===== src/rtl/uvr_pkg.sv =====
package uvr_pkg;

  // receiver sequencing states
  typedef enum logic [2:0] {
    ST_IDLE  = 3'd0,
    ST_START = 3'd1,
    ST_DATA  = 3'd2,
    ST_PAR   = 3'd3,
    ST_STOP  = 3'd4
  } uvr_state_e;

  // oversampling ratio and vote window position
  localparam int unsigned OVS     = 16;
  localparam int unsigned VOTE_N  = 3;
  localparam int unsigned MID_TCK = OVS / 2;

endpackage


===== src/rtl/uvr_sync.sv =====
module uvr_sync #(
  parameter int unsigned STAGES = 2
) (
  input  logic clk,
  input  logic rst_n,
  input  logic d_i,
  output logic q_o
);

  logic [STAGES-1:0] chain_q;
  logic [STAGES-1:0] chain_d;

  always_comb begin
    chain_d = {chain_q[STAGES-2:0], d_i};
  end

  always_ff @(posedge clk or negedge rst_n) begin
    if (!rst_n) chain_q <= '1;
    else        chain_q <= chain_d;
  end

  assign q_o = chain_q[STAGES-1];

endmodule


===== src/rtl/uvr_tick_gen.sv =====
module uvr_tick_gen #(
  parameter int unsigned DIV_W = 16
) (
  input  logic             clk,
  input  logic             rst_n,
  input  logic [DIV_W-1:0] div_i,
  output logic             tick_o
);

  logic [DIV_W-1:0] cnt_q;
  logic [DIV_W-1:0] cnt_d;

  assign tick_o = (cnt_q >= div_i);

  always_comb begin
    if (tick_o) cnt_d = '0;
    else        cnt_d = cnt_q + 1'b1;
  end

  always_ff @(posedge clk or negedge rst_n) begin
    if (!rst_n) cnt_q <= '0;
    else        cnt_q <= cnt_d;
  end

endmodule


===== src/rtl/uvr_vote.sv =====
module uvr_vote #(
  parameter int unsigned N = 3
) (
  input  logic [N-1:0] smp_i,
  output logic         bit_o,
  output logic         split_o
);

  localparam int unsigned HALF = N / 2;

  logic [$clog2(N+1)-1:0] ones;

  always_comb begin
    ones = '0;
    for (int i = 0; i < N; i++) begin
      ones = ones + {{($clog2(N+1)-1){1'b0}}, smp_i[i]};
    end
    bit_o   = (ones > HALF[$clog2(N+1)-1:0]);
    split_o = (smp_i != '0) && (smp_i != '1);
  end

endmodule


===== src/rtl/uvr_rx_fsm.sv =====
module uvr_rx_fsm
  import uvr_pkg::*;
#(
  parameter int unsigned DATA_BITS = 8
) (
  input  logic                 clk,
  input  logic                 rst_n,
  input  logic                 tick_i,
  input  logic                 rx_i,
  input  logic                 par_en_i,
  input  logic                 par_odd_i,
  output logic [DATA_BITS-1:0] data_o,
  output logic                 valid_o,
  output logic                 noise_o,
  output logic                 frame_err_o,
  output logic                 parity_err_o
);

  localparam int unsigned PH_W  = $clog2(OVS);
  localparam int unsigned IDX_W = $clog2(DATA_BITS + 1);
  localparam logic [PH_W-1:0]  PH_FIRST = PH_W'(MID_TCK - 1);
  localparam logic [PH_W-1:0]  PH_MID   = PH_W'(MID_TCK);
  localparam logic [PH_W-1:0]  PH_LAST  = PH_W'(MID_TCK + 1);
  localparam logic [PH_W-1:0]  PH_END   = PH_W'(OVS - 1);
  localparam logic [IDX_W-1:0] IDX_END  = IDX_W'(DATA_BITS - 1);

  uvr_state_e           state_q, state_d;
  logic [PH_W-1:0]      ph_q, ph_d;
  logic [IDX_W-1:0]     idx_q, idx_d;
  logic [VOTE_N-2:0]    smp_q, smp_d;
  logic [DATA_BITS-1:0] shreg_q, shreg_d;
  logic                 par_bit_q, par_bit_d;
  logic                 noise_acc_q, noise_acc_d;
  logic                 line_hi_q, line_hi_d;
  logic                 pen_q, pen_d;
  logic                 podd_q, podd_d;
  logic [DATA_BITS-1:0] data_q, data_d;
  logic                 valid_q, valid_d;
  logic                 nerr_q, nerr_d;
  logic                 ferr_q, ferr_d;
  logic                 perr_q, perr_d;

  logic vote_bit;
  logic vote_split;

  uvr_vote #(.N(VOTE_N)) vote_i (
    .smp_i   ({smp_q, rx_i}),
    .bit_o   (vote_bit),
    .split_o (vote_split)
  );

  // next-state logic
  always_comb begin
    state_d     = state_q;
    ph_d        = ph_q;
    idx_d       = idx_q;
    smp_d       = smp_q;
    shreg_d     = shreg_q;
    par_bit_d   = par_bit_q;
    noise_acc_d = noise_acc_q;
    line_hi_d   = line_hi_q;
    pen_d       = pen_q;
    podd_d      = podd_q;
    data_d      = data_q;
    valid_d     = 1'b0;
    nerr_d      = nerr_q;
    ferr_d      = ferr_q;
    perr_d      = perr_q;

    if (tick_i) begin
      if (state_q == ST_IDLE) begin
        if (rx_i) begin
          line_hi_d = 1'b1;
        end else if (line_hi_q) begin
          state_d     = ST_START;
          ph_d        = '0;
          noise_acc_d = 1'b0;
          line_hi_d   = 1'b0;
          pen_d       = par_en_i;
          podd_d      = par_odd_i;
        end
      end else begin
        ph_d = (ph_q == PH_END) ? '0 : ph_q + 1'b1;

        if ((ph_q == PH_FIRST) || (ph_q == PH_MID)) begin
          smp_d = {smp_q[VOTE_N-3:0], rx_i};
        end

        if (ph_q == PH_LAST) begin
          noise_acc_d = noise_acc_q | vote_split;
          case (state_q)
            ST_START: begin
              if (vote_bit) begin
                state_d   = ST_IDLE;
                ph_d      = '0;
                line_hi_d = 1'b1;
              end
            end
            ST_DATA: shreg_d = {vote_bit, shreg_q[DATA_BITS-1:1]};
            ST_PAR:  par_bit_d = vote_bit;
            ST_STOP: begin
              state_d   = ST_IDLE;
              ph_d      = '0;
              line_hi_d = vote_bit;
              valid_d   = 1'b1;
              data_d    = shreg_q;
              nerr_d    = noise_acc_q | vote_split;
              ferr_d    = ~vote_bit;
              perr_d    = pen_q & ((^shreg_q) ^ par_bit_q ^ podd_q);
            end
            default: ;
          endcase
        end

        if (ph_q == PH_END) begin
          case (state_q)
            ST_START: begin
              state_d = ST_DATA;
              idx_d   = '0;
            end
            ST_DATA: begin
              if (idx_q == IDX_END) state_d = pen_q ? ST_PAR : ST_STOP;
              else                  idx_d   = idx_q + 1'b1;
            end
            ST_PAR:  state_d = ST_STOP;
            default: ;
          endcase
        end
      end
    end
  end

  // state registers
  always_ff @(posedge clk or negedge rst_n) begin
    if (!rst_n) begin
      state_q     <= ST_IDLE;
      ph_q        <= '0;
      idx_q       <= '0;
      smp_q       <= '1;
      shreg_q     <= '0;
      par_bit_q   <= 1'b0;
      noise_acc_q <= 1'b0;
      line_hi_q   <= 1'b0;
      pen_q       <= 1'b0;
      podd_q      <= 1'b0;
      data_q      <= '0;
      valid_q     <= 1'b0;
      nerr_q      <= 1'b0;
      ferr_q      <= 1'b0;
      perr_q      <= 1'b0;
    end else begin
      state_q     <= state_d;
      ph_q        <= ph_d;
      idx_q       <= idx_d;
      smp_q       <= smp_d;
      shreg_q     <= shreg_d;
      par_bit_q   <= par_bit_d;
      noise_acc_q <= noise_acc_d;
      line_hi_q   <= line_hi_d;
      pen_q       <= pen_d;
      podd_q      <= podd_d;
      data_q      <= data_d;
      valid_q     <= valid_d;
      nerr_q      <= nerr_d;
      ferr_q      <= ferr_d;
      perr_q      <= perr_d;
    end
  end

  assign data_o       = data_q;
  assign valid_o      = valid_q;
  assign noise_o      = nerr_q;
  assign frame_err_o  = ferr_q;
  assign parity_err_o = perr_q;

endmodule


===== src/rtl/uart_vote_rx.sv =====
module uart_vote_rx #(
  parameter int unsigned DIV_W     = 16,
  parameter int unsigned DATA_BITS = 8,
  parameter int unsigned SYNC_LEN  = 2
) (
  input  logic                 clk,
  input  logic                 rst_n,
  input  logic                 rx_i,
  input  logic [DIV_W-1:0]     baud_div_i,
  input  logic                 par_en_i,
  input  logic                 par_odd_i,
  output logic [DATA_BITS-1:0] rx_data_o,
  output logic                 rx_valid_o,
  output logic                 rx_noise_o,
  output logic                 rx_frame_err_o,
  output logic                 rx_parity_err_o
);

  logic rx_sync;
  logic baud_tick;

  uvr_sync #(.STAGES(SYNC_LEN)) sync_i (
    .clk   (clk),
    .rst_n (rst_n),
    .d_i   (rx_i),
    .q_o   (rx_sync)
  );

  uvr_tick_gen #(.DIV_W(DIV_W)) tick_i (
    .clk    (clk),
    .rst_n  (rst_n),
    .div_i  (baud_div_i),
    .tick_o (baud_tick)
  );

  uvr_rx_fsm #(.DATA_BITS(DATA_BITS)) fsm_i (
    .clk          (clk),
    .rst_n        (rst_n),
    .tick_i       (baud_tick),
    .rx_i         (rx_sync),
    .par_en_i     (par_en_i),
    .par_odd_i    (par_odd_i),
    .data_o       (rx_data_o),
    .valid_o      (rx_valid_o),
    .noise_o      (rx_noise_o),
    .frame_err_o  (rx_frame_err_o),
    .parity_err_o (rx_parity_err_o)
  );

endmodule


===== config.mk =====
export PLATFORM = sky130hd
export DESIGN_NAME = uart_vote_rx
export DESIGN_NICKNAME = d
export VERILOG_FILES = /design/src/rtl/uvr_pkg.sv /design/src/rtl/uvr_sync.sv /design/src/rtl/uvr_tick_gen.sv /design/src/rtl/uvr_vote.sv /design/src/rtl/uvr_rx_fsm.sv /design/src/rtl/uart_vote_rx.sv
export SDC_FILE = /design/constraint.sdc
export NUM_CORES = 1
export LEC_CHECK = 0
export ABC_AREA = 1
export BUFFER_PORTS_ARGS = -buffer_cell sky130_fd_sc_hd__buf_2
export CAP_MARGIN = 5
export CORE_UTILIZATION = 38
export CTS_CLUSTER_DIAMETER = 100
export CTS_CLUSTER_SIZE = 8
export DETAILED_ROUTE_END_ITERATION = 7
export GPL_TIMING_DRIVEN = 0
export SETUP_SLACK_MARGIN = 0.1
export SYNTH_ARGS = -nofsm -noshare
export SYNTH_HDL_FRONTEND = slang
export SYNTH_SLANG_ARGS = --single-unit

===== constraint.sdc =====
create_clock -name clk -period 3.4 [get_ports clk]
set_input_delay 0.34 -clock clk [delete_from_list [all_inputs] [get_ports clk]]
set_output_delay 0.34 -clock clk [all_outputs]
set_load 0.03 [all_outputs]

# [Word-level counts from Yosys, hierarchy flattened]
# Index checks and enable logic that the tools add are counted.
[op_classes] n_addsub=5 n_lt_le_gt_ge=2 eq_ne=14 n_mux=33 bitwise=7 n_reduce_logical=17
[ops] cell="$mux W4" n=7
[ops] cell="$mux W3" n=8
[ops] cell="$reduce_and A4 Y1" n=6
[ops] cell="$add A16 B1 Y16 const B" n=1
[ops] cell="$ge A16 B16 Y1" n=1
[ops] cell="$mux W16" n=1
[ops] cell="$pmux W4 S2" n=2
[ops] cell="$eq A4 B4 Y1 const B" n=3
[ops] cell="$mux W1" n=12
[ops] cell="$pmux W3 S3" n=1
[ops] cell="$add A4 B1 Y4 const B" n=2
[ops] cell="$eq A4 B3 Y1 const B" n=2
[ops] cell="$reduce_xor A8 Y1" n=1
[ops] cell="$eq A3 B2 Y1 const B" n=2
[ops] cell="$pmux W3 S2" n=1
[ops] cell="$reduce_and A3 Y1" n=2
[ops] cell="$reduce_bool A3 Y1" n=2
[ops] cell="$reduce_and A5 Y1" n=1
[ops] cell="$ne A2 B2 Y1 const B" n=2
[ops] cell="$reduce_bool A2 Y1" n=2
[ops] cell="$eq A3 B1 Y1 const B" n=1
[ops] cell="$eq A3 B3 Y1 const B" n=1
[ops] cell="$logic_not A3 Y1" n=1
[ops] cell="$ne A3 B1 Y1 const B" n=1
[ops] cell="other kinds (12)" n=15
[word_totals] regBits=56 in_bits=21 output_inout_bits=12

# [Logic depth before layout (Yosys ltp)]
# Gate-level depths: netlist (run 1).
[depth] ltp_word=10 depth_mapped=15

# [Hierarchy]
# From an unflattened synthesis (run 1), not the netlist that was laid out.
[unflattened] cells_unflattened=409 area_unflattened_um2=3288.2
[modules_own_cells] mod="uvr_rx_fsm" n_inst=1 cells_each=240 area_each_um2=1959.4 seq_area_each_um2=953.4
[modules_own_cells] mod="uvr_tick_gen" n_inst=1 cells_each=160 area_each_um2=1231.2 seq_area_each_um2=400.4
[modules_own_cells] mod="uvr_sync" n_inst=1 cells_each=2 area_each_um2=52.6 seq_area_each_um2=52.6
[modules_own_cells] mod="uvr_vote" n_inst=1 cells_each=7 area_each_um2=45.0 seq_area_each_um2=0.0

# [Worst setup path before layout (run 1)]
# No wires, ideal clock.
[synth_timing] path_kind="register to register" start="register tick_i.cnt_q[5]" end="register fsm_i.shreg_q[7]" setup_time_ns=0.118 t_arrival_ns=1.544 required_time_ns=3.282 path_slack_ns=1.738 stages_incl_launch_ff=12 n_path_buf=2 cell_sequence="dfrtp_1 ha_1 a21oi_1 nor2_1 nor2_1 nand2_1 nand2_1 nand3_2 buf_6 buf_8 nand4_1 nand2_1"
[synth_between] elab_chain_cells=2
[synth_lines] item="from (decl)" line="uvr_tick_gen.sv:10" text="logic [DIV_W-1:0] cnt_q;"
[synth_lines] item="from (signal assigned)" line="uvr_tick_gen.sv:22" text="else cnt_q <= cnt_d;"
[synth_lines] item="$ge A16 B16 Y1" line="uvr_tick_gen.sv:13" text="assign tick_o = (cnt_q >= div_i);"
[synth_lines] item="$reduce_and A4 Y1 (no source line)"
[synth_lines] item="to (signal assigned)" line="uvr_rx_fsm.sv:156" text="shreg_q <= shreg_d;"
[synth_lines] item="to (decl)" line="uvr_rx_fsm.sv:31" text="logic [DATA_BITS-1:0] shreg_q, shreg_d;"
# Every way passes these cells.
# A chain may end at the register's enable or synchronous reset.

# [Final worst setup path (run 1)]
[layout_timing] start="register tick_i.cnt_q[11]" end="register fsm_i.par_bit_q"
[layout_between] elab_chain_cells=2
[layout_lines] item="$ge A16 B16 Y1" line="uvr_tick_gen.sv:13"
[layout_lines] item="$reduce_and A4 Y1 (no source line)"
[layout_lines] item="to (signal assigned)" line="uvr_rx_fsm.sv:157" text="par_bit_q <= par_bit_d;"
[layout_lines] item="to (decl)" line="uvr_rx_fsm.sv:32" text="logic par_bit_q, par_bit_d;"
# Every way passes these cells.

==> results of run 1 <==
[sequential cells by signal, summed over array words and instances, names as in the netlist]
name	count
fsm_i.data_o	8
fsm_i.frame_err_o	1
fsm_i.idx_q	4
fsm_i.line_hi_q	1
fsm_i.noise_acc_q	1
fsm_i.noise_o	1
fsm_i.par_bit_q	1
fsm_i.parity_err_o	1
fsm_i.pen_q	1
fsm_i.ph_q	4
fsm_i.podd_q	1
fsm_i.shreg_q	8
fsm_i.smp_q	2
fsm_i.state_q	3
fsm_i.valid_o	1
sync_i.chain_q	2
tick_i.cnt_q	16
[layout by cell type, fill, tap and decap left out, types with 2 or more instances in the layout]
cell and n:
nand2_1 120, nand3_1 23, clkbuf_8 5, nor3_1 4, nor3_2 6, xor2_1 5, nor2_1 32, dfstp_2 4
inv_1 51, buf_6 4, a21o_1 2, nor2_2 5, o21ai_0 4, inv_2 5, a21oi_1 14, or2_2 4
nand4_1 21, o21ai_1 23, dfrtp_1 52, nor3b_2 5, buf_4 3, ha_1 22, xnor2_1 5, nand2_2 2
buf_2 31
[metal layers]
layer	global-route usage, %	vias up	wire length, um
li1	-	1458	-
met1	20.14	1316	3171
met2	27.36	49	3249
met3	2.844	5	240
met4	3.980	0	64
met5	0	-	0
[Yosys cell counts, drive strengths merged]
library cell	number
nand2	122
clkbuf	1
o211ai	1
or2	5
dfstp	4
nand3b	2
o21bai	1
xor2	5
nor3b	5
buf	8
dfrtp	52
o21ai	27
nand3	24
a21o	2
a21oi	15
nor2	37
nor3	10
ha	22
inv	56
xnor2	5
nand4	21
a211oi	1
[critical path, stage by stage, from the launching register on]
cell and delay, ns:
dfrtp_1 0.46, ha_1 0.32, nand2_1 0.05, inv_1 0.06, nand3_1 0.08, nor3_2 0.16
nand2_1 0.09, nand3_2 0.15, buf_6 0.17, buf_8 0.16, nand4_1 0.08, nand2_1 0.09
[kinds of logic after synthesis]
| logic type | after synthesis | share of synthesized area, % |
|---|---|---|
| buf+inv | 65 | 8.669 |
| compound gates | 47 | 7.447 |
| fa+ha+maj | 22 | 8.151 |
| xor+xnor | 10 | 2.593 |
| flops | 56 | 41.65 |
| simple gates | 226 | 31.49 |
[path summary, 6_finish.rpt]
check	start	end	slack (ns)
max in group asynchronous	rst_n	fsm_i.state_q[1]	2.86
worst min register to register	sync_i.chain_q[0]	sync_i.chain_q[1]	0.36
worst max-delay path	tick_i.cnt_q[11]	fsm_i.par_bit_q	1.46
min in group clk	rx_i	sync_i.chain_q[0]	0.11
worst max register to register	tick_i.cnt_q[11]	fsm_i.par_bit_q	1.46
worst min-delay path	rst_n	fsm_i.data_o[0]	0.06
[report_power, final]
part | internal (mW) | switching [mW]
Clock | 0.152 | 0.246
Sequential | 0.768 | 0.128
Combinational | 0.228 | 0.339
Total | 1.15 | 0.713
[area by class of cell]
| cell class | instances | share of cell area (%) |
|---|---|---|
| clock inverter | 3 | 0.7299 |
| sequential | 56 | 37.29 |
| inverter | 56 | 5.574 |
| timing repair buffer | 32 | 4.313 |
| multi-input combinational | 305 | 44.49 |
| clock buffer | 5 | 1.825 |
| buffer | 9 | 2.190 |
| tap | 108 | 3.583 |
[through the flow]
| stage | power [mW] | area, um^2 | instances | hold slack, ns | setup WS (ns) |
|---|---|---|---|---|---|
| after floorplan | 1.330 | 3377 | 426 | 0.04441 | 1.738 |
| final | 1.861 | 3771 | 574 | 0.05741 | 1.462 |
| after global placement | 1.463 | 3672 | 566 | 0.3469 | 1.461 |
| after CTS | 1.886 | 3769 | 574 | 0.1012 | 1.441 |
| after global routing | 2.013 | 3771 | 574 | 0.09457 | 1.221 |
| after detailed placement | 1.482 | 3672 | 566 | 0.3472 | 1.432 |
==> results by group, run 1 <==
Layout
  • # nets final: slightly above 500
  • Multi-input gate area: about 1700 um^2
  • Reg area: 1406 um^2
  • Core Util, Final: between 40 and 50%
  • Fraction of layout cells with a size suffix above 1: 17.38%
  • Post-synthesis to final-layout area growth: 11.67%
  • Fill cells: between 900 and 1000
  • Ant. Diodes: 0

Synth
  • Instance count of the mapped netlist: 426
  • Post-synthesis sequential area ratio: 41.65%
  • Synth cell types: 34
  • Ys Warns: 0
  • Yosys top cell area share: between 30% and 40%
  • Mapped Area: roughly 3400 um^2
  • Dominant cells by area after synthesis: dfrtp_1, nand2_1, ha_1
  • Avg Cell Area, Syn: 7.927 um^2
  • Net Count, Synth: approximately 470
  • Leading area contributor after synthesis: dfrtp_1
  • Seq cells post-synth: 56

Floorplan
  • Initial Utilization: around two fifths
  • Die H: approximately 96 um
  • Io pins: 33
  • Die area: between 9000 and 10000 um^2
  • Std-Cell Rows: 34
  • Placeable Area: 8678 um^2
  • Horiz. Die Dim: 96.27 um

Drt
  • Routed len/inst: roughly 12 um
  • DR pass1 iterations: 4
  • Vias per cell: just under 5
  • Drt total wl: 6.725 mm
  • Final ANT Viol Nets: 0
  • Initial DRC Count: ~110
  • Vias: about 2800
  • DRC Markers: 0

Clock tree
  • CTS max path bufs: 2
  • Number of buffers added for setup after CTS: 0
  • H-tree depth: 2
  • Clk sink count: 56
  • CTS Buf Count: 5
  • Clock latency on the worst-skew pair: between 0.3 and 0.4 ns
  • Hold-fix buffers, CTS: 0
  • Clock Pin Slew Worst Setup and Hold Paths: about 0.12 ns
  • Root buffer cell: clkbuf_8
  • CTS resizes: 0
  • CTS tree: built

Global routing
  • Number of antenna violations at the first check in global routing: 0
  • GRT overflow: 0
  • Largest net degree at the start of global routing: between 50 and 60
  • First-pass GRT wire length: around 11 mm
  • Overall Global Routing Usage: about 16%
  • Vias in the first global route: ~2600

STA
  • Fin crit share: 56.99%
  • Max frequency: slightly above 500 MHz
  • Slew HR: between 50% and 60%
  • Slew @ Worst Pin: 0.7193 ns
  • Setup violators final: 0
  • Crit path time final: between 1.5 and 2 ns
  • Post-Route Setup TNS: 0 ns
  • RSZ-0062 raised after global routing: false
  • Skew final: 0.01189 ns
  • Final Max Tran Viols: 0
  • Final hold violations: 0

Power and ir drop
  • Pleak: ~1.9 nW
  • IR drop worst, VDD: 0.2171 mV
  • Pwr/cell area: about 490 nW/um^2

Run status
  • Outcome: completed

Worst setup path
  • CP max FO: 10
  • Startpoint type of the worst setup path: flop
  • Kind of end point of the critical path: flop
  • Critical Path AT: between 2 and 2.5 ns
  • Critical path type: reg2reg
  • R2R depth: 11
  • CP required: roughly 3.7 ns

Placement
  • Gpl congestion: between 0.8 and 0.9
  • Port bufs: 32
  • DP Wirelength: approximately 5.1 mm

Hold path
  • Worst hold path class: in2async

Job
  • # Max-Cap Violations: 0
Power figures use the tool's default switching activity.
==> run 2: changes to the inputs <==
==> constraint.sdc (replaced) <==
create_clock -name clk -period 1.7 [get_ports clk]
set_input_delay 0.17 -clock clk [delete_from_list [all_inputs] [get_ports clk]]
set_output_delay 0.17 -clock clk [all_outputs]
set_load 0.03 [all_outputs]
==> results by group, run 2 (synthesis gave the netlist of run 1 again) <==
Floorplan
  • Io pins: 33 (unchanged)
  • Initial Utilization: 38.91% (unchanged)
  • Die H: 96.27 um (unchanged)
  • Die area: 9268 um^2 (unchanged)
  • Placeable Area: 8678 um^2 (unchanged)
  • Std-Cell Rows: 34 (unchanged)
  • Horiz. Die Dim: 96.27 um (unchanged)

Global routing
  • Vias in the first global route: 2613 (+2.4%)
  • Overall Global Routing Usage: 16.28% (+0.52 points)
  • Number of antenna violations at the first check in global routing: 0 (unchanged)
  • GRT overflow: 0 (unchanged)
  • First-pass GRT wire length: 11.57 mm (+2.8%)
  • Largest net degree at the start of global routing: 57 (unchanged)

Drt
  • Vias: 2944 (+4.1%)
  • DRC Markers: 0 (unchanged)
  • Final ANT Viol Nets: 0 (unchanged)
  • Routed len/inst: 12.61 um (+7.6%)
  • Initial DRC Count: 96 (-16%)
  • Drt total wl: 7.463 mm (+11%)
  • Vias per cell: 4.973 (+0.94%)
  • DR pass1 iterations: 4 (unchanged)

Layout
  • Fraction of layout cells with a size suffix above 1: 28.10% (+11 points)
  • Largest register by flop count: tick_i.cnt_q
  • Most frequent cells in the layout: nand2_1, inv_1, dfrtp_1
  • Fill cells: 837 (-7.7%)
  • Post-synthesis to final-layout area growth: 25.12%
  • Reg area: 1410 um^2 (+0.27%)
  • Multi-input gate area: 1912 um^2 (+14%)
  • Most common cell after layout, fill and taps aside: nand2_1
  • # nets final: 526 (+3.5%)
  • Ant. Diodes: 0 (unchanged)
  • Largest register FFs: 16 (unchanged)

STA
  • Final Max Tran Viols: 0 (unchanged)
  • Post-Route Setup TNS: -8.703 ns (-8.703 ns)
  • Max frequency: 520.3 MHz (+0.82%)
  • Fin crit share: 113.1% (+56 points)
  • Slew @ Worst Pin: 0.7232 ns (+0.003864 ns)
  • Setup violators final: 54 (+54)
  • Final hold violations: 0 (unchanged)
  • Final WS setup: -0.2221 ns (-1.684 ns)
  • Crit path time final: 1.922 ns (-0.01572 ns)
  • Skew final: 0.009925 ns (-0.001963 ns)
  • Final Hold Slack: 0.1166 ns (+0.05917 ns)
  • Slew HR: 51.79% (-0.26 points)
  • RSZ-0062 raised after global routing: true

Run status
  • Outcome: complete, but fails checks
  • Failing checks: negative setup slack

Power and ir drop
  • Comb power frac: 35.4% (+4.9 points)
  • IR drop worst, VDD: 0.5369 mV (+150%)
  • NetSw: 1.540 mW (+120%)
  • Pwr/cell area: 945.2 nW/um^2 (+92%)
  • Sw Ratio: 38.56% (+0.23 points)
  • Flop pwr share: 44.8% (-3.3 points)
  • Pleak: 2.124 nW (+9.6%)
  • Clock Power Share: 19.8% (-1.6 points)
  • Int Power: 2.454 mW (+110%)

Clock tree
  • CTS Buf Count: 5 (unchanged)
  • CTS max path bufs: 2 (unchanged)
  • CTS tree: built
  • Clock latency on the worst-skew pair: 0.32 ns (about the same)
  • H-tree depth: 2 (unchanged)
  • Clk sink count: 56 (unchanged)
  • Clock Pin Slew Worst Setup and Hold Paths: 0.11 ns (about the same)
  • Root buffer cell: clkbuf_8

Placement
  • DP Wirelength: 5.036 mm (-1.0%)
  • Gpl congestion: 0.8672 (+3.8%)
  • Port bufs: 32 (unchanged)

Worst setup path
  • Critical path type: reg2reg
  • CP max FO: 7 (-3)
  • R2R depth: 9 (-2)
  • Critical Path AT: 2.19 ns (about the same)
  • Worst path cell trace: ha_1, nand3_4, nor3_4, nand2_2, nand3_4, buf_12, clkbuf_16, nand4_1, nand2_1
  • Kind of end point of the critical path: flop
  • Startpoint type of the worst setup path: flop
  • CP required: 1.97 ns (-1.69 ns)
  • Slowest CP cell: dfrtp_1
  • CP most frequent cell: nand3_4
  • CP max stage delay: 0.47 ns (about the same)

Hold path
  • Worst hold path class: in2reg
  • Hold Path Stages: 3

Job
  • # Max-Cap Violations: 0 (unchanged)
[run 2: changes by cell type in the layout (fill, tap and decap cells not counted), sizes merged]
cell and delta:
inv +1, buf +14, clkinvlp -1, clkbuf +2, dlygate4sd3 +2
[run 2: what timing repair did]
item	in CTS	in global routing
setup buffers	8	4
hold buffers	1	1
pin swaps	3	13
gates resized for setup	29	34
cloned	3	2
setup endpoints to repair	54	54
hold endpoints to repair	1	52
[run 2: final cells by class]
class,instances,share of cell area [%]
Multi-Input combinational cell,305,45.25
Sequential cell,56,33.37
Clock buffer,5,1.629
Inverter,56,5.034
Clock inverter,3,0.6219
Timing Repair Buffer,50,8.351
Buffer,9,2.547
Tap cell,108,3.198
[run 2: through the flow]
| step | power [mW] | cell area (um^2) | setup slack, ns | cells | utilization, % |
|---|---|---|---|---|---|
| 2_1_floorplan | 2.662 | 3381 | 0.03845 | 426 | - |
| 3_3_place_gp | 2.928 | 3676 | -0.1997 | 566 | 42.36 |
| 3_5_place_dp | 2.967 | 3676 | -0.2416 | 566 | 42.36 |
| 4_1_cts | 3.876 | 3978 | -0.1788 | 586 | 45.83 |
| 5_1_grt | 4.324 | 4225 | -0.3154 | 592 | 48.69 |
| 6_report | 3.994 | 4225 | -0.2221 | 592 | 48.69 |
[run 2: power by group through the flow]
stage	clock, mW	sequential, mW	combinational (mW)
5_1_grt	0.872	1.82	1.64
3_3_place_gp	0	1.82	1.11
6_report	0.790	1.79	1.41
3_5_place_dp	0	1.82	1.15
2_1_floorplan	0	1.75	0.913
4_1_cts	0.818	1.79	1.27
[run 2: critical path, delay by kind of cell (launching register included)]
family	cells	cell delay, ns
AND/OR/NAND/NOR	6	0.73
buffers and inverters	2	0.32
adder cells (fa/ha/maj)	1	0.35
flip-flops	1	0.47
[run 2: worst paths after layout]
check | slack, ns | start | end
max in group asynchronous | 0.74 | rst_n | tick_i.cnt_q[7]
max | -0.22 | tick_i.cnt_q[8] | fsm_i.shreg_q[6]
min | 0.12 | par_odd_i | fsm_i.podd_q
min in group asynchronous | 0.43 | rst_n | tick_i.cnt_q[15]
max reg2reg | -0.22 | tick_i.cnt_q[8] | fsm_i.shreg_q[6]
min reg2reg | 0.36 | sync_i.chain_q[0] | sync_i.chain_q[1]
[run 2: layer usage]
layer / track usage (%) / vias up / part of all wire (%)
met5: 0 / - / 0
met4: 5.473 / 0 / 1.5
met3: 2.923 / 12 / 3.0
met2: 28.19 / 39 / 50
met1: 20.32 / 1402 / 46
li1: - / 1491 / -
